`config.mk`:
```
export PLATFORM = sky130hd
export DESIGN_NAME = sync_mask_gate
export DESIGN_NICKNAME = d
export VERILOG_FILES = /design/src/rtl/smg_pkg.sv /design/src/rtl/smg_sync.sv /design/src/rtl/smg_lock_qual.sv /design/src/rtl/smg_dly_gen.sv /design/src/rtl/sync_mask_gate.sv
export SDC_FILE = /design/constraint.sdc
export NUM_CORES = 1
export LEC_CHECK = 0
export BUFFER_PORTS_ARGS = -buffer_cell sky130_fd_sc_hd__buf_2
export CORE_MARGIN = 10
export CORE_UTILIZATION = 50
export CTS_BUF_LIST = sky130_fd_sc_hd__clkbuf_16
export DETAILED_ROUTE_END_ITERATION = 10
export PLACE_DENSITY = 0.71
export SLEW_MARGIN = 20
export SYNTH_ARGS = -nofsm -noshare
export SYNTH_HDL_FRONTEND = slang
export SYNTH_SLANG_ARGS = --single-unit
export TNS_END_PERCENT = 100
```
`constraint.sdc`:
```
create_clock -name clk -period 2.5 [get_ports clk]
set_input_delay 0.25 -clock clk [delete_from_list [all_inputs] [get_ports clk]]
set_output_delay 0.25 -clock clk [all_outputs]
set_load 0.01 [all_outputs]
```
`src/rtl/smg_pkg.sv`:
```
package smg_pkg;

  typedef struct packed {
    logic twox;
    logic hclk;
    logic csync;
    logic vsync;
    logic lock;
  } smg_in_t;

  typedef enum logic {
    LK_LOCKED   = 1'b0,
    LK_UNLOCKED = 1'b1
  } lock_state_e;

  // A signal passes only when neither mask is raised
  function automatic logic gate_pass(logic sig, logic mask_a, logic mask_b);
    return sig & ~mask_a & ~mask_b;
  endfunction

  // Falling-edge detect from current and previous sample
  function automatic logic fall_edge(logic cur, logic prev);
    return prev & ~cur;
  endfunction

endpackage

```
`src/rtl/smg_sync.sv`:
```
module smg_sync #(
  parameter int W      = 5,
  parameter int STAGES = 2
) (
  input  logic         clk,
  input  logic         rst,
  input  logic [W-1:0] d_i,
  output logic [W-1:0] q_o
);
  localparam int LAST = STAGES - 1;

  for (genvar b = 0; b < W; b++) begin : g_bit
    logic [STAGES-1:0] chain;
    always_ff @(posedge clk) begin
      if (rst) chain <= '0;
      else     chain <= {chain[STAGES-2:0], d_i[b]};
    end
    assign q_o[b] = chain[LAST];
  end
endmodule

```
`src/rtl/smg_lock_qual.sv`:
```
module smg_lock_qual #(
  parameter int LOCK_MAX = 32
) (
  input  logic                         clk,
  input  logic                         rst,
  input  logic                         lock_s,
  output logic                         unlocked,
  output logic [$clog2(LOCK_MAX+1)-1:0] cnt
);
  import smg_pkg::*;
  localparam int CW = $clog2(LOCK_MAX + 1);
  localparam logic [CW-1:0] TOP = CW'(LOCK_MAX);

  function automatic logic [CW-1:0] sat_step(logic [CW-1:0] c, logic up);
    if (up)  return (c == TOP)   ? c : c + 1'b1;
    else     return (c == '0)    ? c : c - 1'b1;
  endfunction

  lock_state_e st_q;
  logic [CW-1:0] cnt_q, cnt_nx;

  assign cnt_nx = sat_step(cnt_q, lock_s);

  always_ff @(posedge clk) begin
    if (rst) begin
      cnt_q <= '0;
      st_q  <= LK_UNLOCKED;
    end else begin
      cnt_q <= cnt_nx;
      if (cnt_nx == '0)      st_q <= LK_UNLOCKED;
      else if (cnt_nx == TOP) st_q <= LK_LOCKED;
    end
  end

  assign unlocked = (st_q == LK_UNLOCKED);
  assign cnt      = cnt_q;
endmodule

```
`src/rtl/smg_dly_gen.sv`:
```
module smg_dly_gen (
  input  logic clk,
  input  logic rst,
  input  logic clr,
  input  logic twox_s,
  input  logic hclk_s,
  input  logic vsync_s,
  output logic dly,
  output logic vs,
  output logic twox_fall
);
  import smg_pkg::*;
  logic twox_d, dly_q, vs_q;

  assign twox_fall = fall_edge(twox_s, twox_d);

  always_ff @(posedge clk) begin
    if (rst) twox_d <= 1'b0;
    else     twox_d <= twox_s;
  end

  always_ff @(posedge clk) begin
    if (rst || clr) begin
      dly_q <= 1'b0;
      vs_q  <= 1'b0;
    end else if (twox_fall) begin
      dly_q <= hclk_s;
      vs_q  <= vsync_s;
    end
  end

  assign dly = dly_q;
  assign vs  = vs_q;
endmodule

```
`src/rtl/sync_mask_gate.sv`:
```
module sync_mask_gate #(
  parameter int LOCK_MAX    = 32,
  parameter int SYNC_STAGES = 2
) (
  input  logic clk,
  input  logic rst,
  input  logic twox_in,
  input  logic hclk_in,
  input  logic csync_in,
  input  logic vsync_in,
  input  logic lock_in,
  output logic dly_hclk_o,
  output logic cmp_sync_o,
  output logic cmp_ref_o,
  output logic hz_o,
  output logic unlocked_o,
  output logic clamp_dis_o
);
  import smg_pkg::*;
  localparam int CW = $clog2(LOCK_MAX + 1);
  localparam int IW = $bits(smg_in_t);

  smg_in_t       raw, syn;
  logic [IW-1:0] syn_v;
  logic          hclk_s, twox_fall, vs_q, dly_q, unl;
  logic [CW-1:0] lock_cnt;
  logic          hz_q;

  assign raw = '{twox: twox_in, hclk: hclk_in, csync: csync_in,
                 vsync: vsync_in, lock: lock_in};

  smg_sync #(.W(IW), .STAGES(SYNC_STAGES)) u_sync (
    .clk (clk), .rst (rst), .d_i (raw), .q_o (syn_v)
  );
  assign syn    = smg_in_t'(syn_v);
  assign hclk_s = syn.hclk;

  smg_lock_qual #(.LOCK_MAX(LOCK_MAX)) u_lock (
    .clk (clk), .rst (rst), .lock_s (syn.lock),
    .unlocked (unl), .cnt (lock_cnt)
  );

  smg_dly_gen u_dly (
    .clk (clk), .rst (rst), .clr (unl),
    .twox_s (syn.twox), .hclk_s (hclk_s), .vsync_s (syn.vsync),
    .dly (dly_q), .vs (vs_q), .twox_fall (twox_fall)
  );

  always_ff @(posedge clk) begin
    if (rst)         hz_q <= 1'b0;
    else if (!dly_q) hz_q <= syn.csync;
  end

  assign dly_hclk_o  = dly_q;
  assign cmp_sync_o  = gate_pass(syn.csync, dly_q, vs_q);
  assign cmp_ref_o   = gate_pass(hclk_s, dly_q, 1'b0);
  assign hz_o        = hz_q;
  assign unlocked_o  = unl;
  assign clamp_dis_o = unl;
endmodule

```
==> flow_summary.yaml <==
floorplan:
  io_pins: 13
  die_w_microns: 62.5
  core_area_sq_mm: 0.00173
  die_h_microns: 62.5
  rows: 15
  initial_core_util_pct: 52.2
  dieArea_sq_mm: 0.00390
timing:
  max_freq_mhz: 525
  finalHoldViolCount: 0
  setup-violations-final: 0
  setup_slack_ns: 0.593
  clock_skew_ns: 0.00288
  rsz0062_at_grt: "no"
  whs_ns: 0.206
  fin_tns_setup_ns: 0
  drv_slew: 0
  fin_crit_sh_pct: 76.3
  slew_headroom_pct: 77.0
  tightest_slew_ns: 0.345
  layout_min_cycle_time_ns: 1.91
global_route:
  grt-ovfl-total: 0
  grt_pass1_wl_microns: 2570
  grt_pass1_vias: 609
  gr-usage-all-layers_pct: 7.86
  antenna_found_initial: 0
  grt_start_max_net_pins: 20
detailed_routing:
  drc: 0
  drtIter0Drc: 6
  route.vias.total: 617
  drtPass1Iterations: 4
  ant_nets: 0
  wirelength_microns: 1460
  viasPerCell: 4.94
  wire_per_inst_microns: 11.7
clock_network:
  clk_pin_slew_ns: 0.06
  cts.path.max_buffers: 2
  clock-sinks: 21
  post_cts_buffers: 0
  clk_latency_ns: 0.25
  htree_levels: 1
  cts_made_buffers: 3
  cts_hold_buf: 0
  cts_resized: 0
  cts_tree: "yes"
  cts_root_buf: "clkbuf_16"
placement:
  dp_hpwl_microns: 1100
  port_buffers: 12
  place_congestion: 0.806
  dp_slack_ns: 0.596
power_and_ir_drop:
  p_leak_uw: 0.000427
  power_frac_clock_pct: 26.5
  p_comb_share_pct: 35.4
  power_density_mw_per_mm2: 1190
  sw_frac_of_total_pct: 33.4
  ir_drop_mv: 0.722
  internal-power_uw: 831
  seq_power_share_pct: 38.0
  switchingPower_uw: 417
synthesis:
  syn_area_sq_um: 902
  syn_nets: 98
  synth_top_area_share_pct: 46.6
  syn_inst: 88
  yosysTopAreaCell: "dfxtp_1"
  synth_cell_types: 31
  yosysWarningCount: 0
  syn_area_per_cell_sq_um: 10.3
  synth.yosys.seq_area_share_pct: 46.6
  ys_top_cells_by_area: "dfxtp_1, nor2b_1, mux2i_1"
  synth_seq_cells: 21
setup_path:
  crit_fanout: 7
  cp-start-kind: "flip-flop"
  critPathKind: "flip-flop to flip-flop"
  arrival_ns: 2.04
  reg2reg_slack_ns: 0.59
  cpMostUsedCell: "a211oi_1"
  worstPathRequired_ns: 2.64
  crit_path_cell_trace: "inv_1 -> ha_1 -> nor2b_1 -> a211oi_1 -> a211oi_1 -> a41o_1 -> mux2i_1"
  critPathMaxStageDelay_ns: 0.43
  critPathSlowestCell: "dfxtp_1"
  critPathCaptureType: "flip-flop"
status:
  status: "finished, final reports clean"
final_layout:
  n_antenna_cell: 0
  seq_area_sq_um: 420
  nets: 111
  area_growth_pct: 16.2
  nFillCells: 161
  final_util_pct: 60.7
  drive_gt1_share_pct: 19.0
  multi_input_area_sq_um: 447
run:
  drv_cap: 0
worst_hold_path:
  min_path_type: "input pin to flip-flop"
final cells by class:
type                       count  share of cell area, %
clock inverter                 1                  0.716
sequential                    21                   40.1
timing repair buffer          12                   5.73
multi-input combinational     61                   42.6
clock buffer                   3                   7.16
tap                           25                   2.98
inverter                       2                  0.716
synth_stat cells, drive strengths merged:
cell type  instances
and3               1
dfxtp             21
a41o               1
a21o               1
o211ai             1
mux2i              6
xor2               2
nand2              3
and3b              1
or3                3
a21oi              1
nor4b              2
nor3b              1
buf                3
inv                2
nand2b             1
nor2b             15
or2                1
clkbuf             1
a41oi              1
nor3               3
nand4              1
o21ai              1
ha                 3
nor2               7
xnor2              3
a211oi             2
cell usage in the layout, fill, tap and decap left out:
| cell type | count |
|---|---|
| a211oi_1 | 2 |
| a21o_1 | 1 |
| a21oi_4 | 1 |
| a41o_1 | 1 |
| a41oi_1 | 1 |
| and3_1 | 1 |
| and3b_1 | 1 |
| buf_2 | 12 |
| clkbuf_16 | 3 |
| clkinvlp_4 | 1 |
| dfxtp_1 | 21 |
| ha_1 | 3 |
| inv_1 | 2 |
| mux2i_1 | 6 |
| nand2_1 | 3 |
| nand2b_1 | 1 |
| nand4_1 | 1 |
| nor2_1 | 7 |
| nor2b_1 | 15 |
| nor3_1 | 3 |
| nor3b_1 | 1 |
| nor4b_1 | 1 |
| nor4b_2 | 1 |
| o211ai_1 | 1 |
| o21ai_1 | 1 |
| or2_1 | 1 |
| or3_1 | 2 |
| or3_4 | 1 |
| xnor2_1 | 3 |
| xor2_1 | 2 |
registers in the layout, summed over array words and instances (netlist names):
signal / flops
u_sync.g_bit.chain: 10
u_dly.dly: 1
u_lock.unlocked: 1
hz_o: 1
u_dly.vs: 1
u_dly.twox_d: 1
u_lock.cnt: 6
cell families after synthesis:
| logic type | share of synthesized area, % |
|---|---|
| AND/OR/NAND/NOR | 26.1 |
| flip-flops | 46.6 |
| AO/OA/AOI/OAI | 7.77 |
| buffers and inverters | 3.88 |
| multiplexers | 6.66 |
| XOR/XNOR | 4.86 |
| adder cells (fa/ha/maj) | 4.16 |
power groups by stage:
| stage | combinational (uW) | sequential (uW) | clock, uW |
|---|---|---|---|
| after floorplan | 378 | 462 | 0 |
| after global placement | 437 | 479 | 0 |
| after detailed placement | 443 | 483 | 0 |
| after CTS | 449 | 475 | 340 |
| after global routing | 501 | 487 | 356 |
| final | 442 | 475 | 331 |
layer usage:
layer | wire (microns) | part of all wire, % | GRT usage [%] | up-vias
li1 | - | - | - | 321
met1 | 708 | 48 | 8.78 | 281
met2 | 662 | 45 | 12.8 | 13
met3 | 84 | 5.7 | 4.30 | 2
met4 | 9 | 0.61 | 1.68 | 0
met5 | 0 | 0 | 0 | -
final timing paths:
path	startpoint	end	cells after the start
setup / recovery	u_lock.cnt[0]$_SDFF_PP0_	u_lock.unlocked$_SDFFE_PP1N_	7
hold / removal	vsync_in	u_sync.g_bit[1].chain[0]$_SDFF_PP0_	2
setup reg to reg	u_lock.cnt[0]$_SDFF_PP0_	u_lock.unlocked$_SDFFE_PP1N_	7
hold reg to reg	u_sync.g_bit[0].chain[0]$_SDFF_PP0_	u_sync.g_bit[0].chain[1]$_SDFF_PP0_	1
critical path: cells and delay by family, from the launching register on:
kind                     cells  cell delay (ns)
AO/OA/AOI/OAI                3             0.66
adder cells (fa/ha/maj)      1             0.34
buffers and inverters        1             0.10
flip-flops                   1             0.43
multiplexers                 1             0.11
AND/OR/NAND/NOR              1             0.16
stage by stage:
step | instances | area [sq um] | total power, uW
after floorplan | 88 | 902 | 840
after global placement | 121 | 966 | 916
after detailed placement | 121 | 966 | 926
after CTS | 125 | 1050 | 1260
after global routing | 125 | 1050 | 1340
final | 125 | 1050 | 1250
Power figures use the tool's default switching activity.
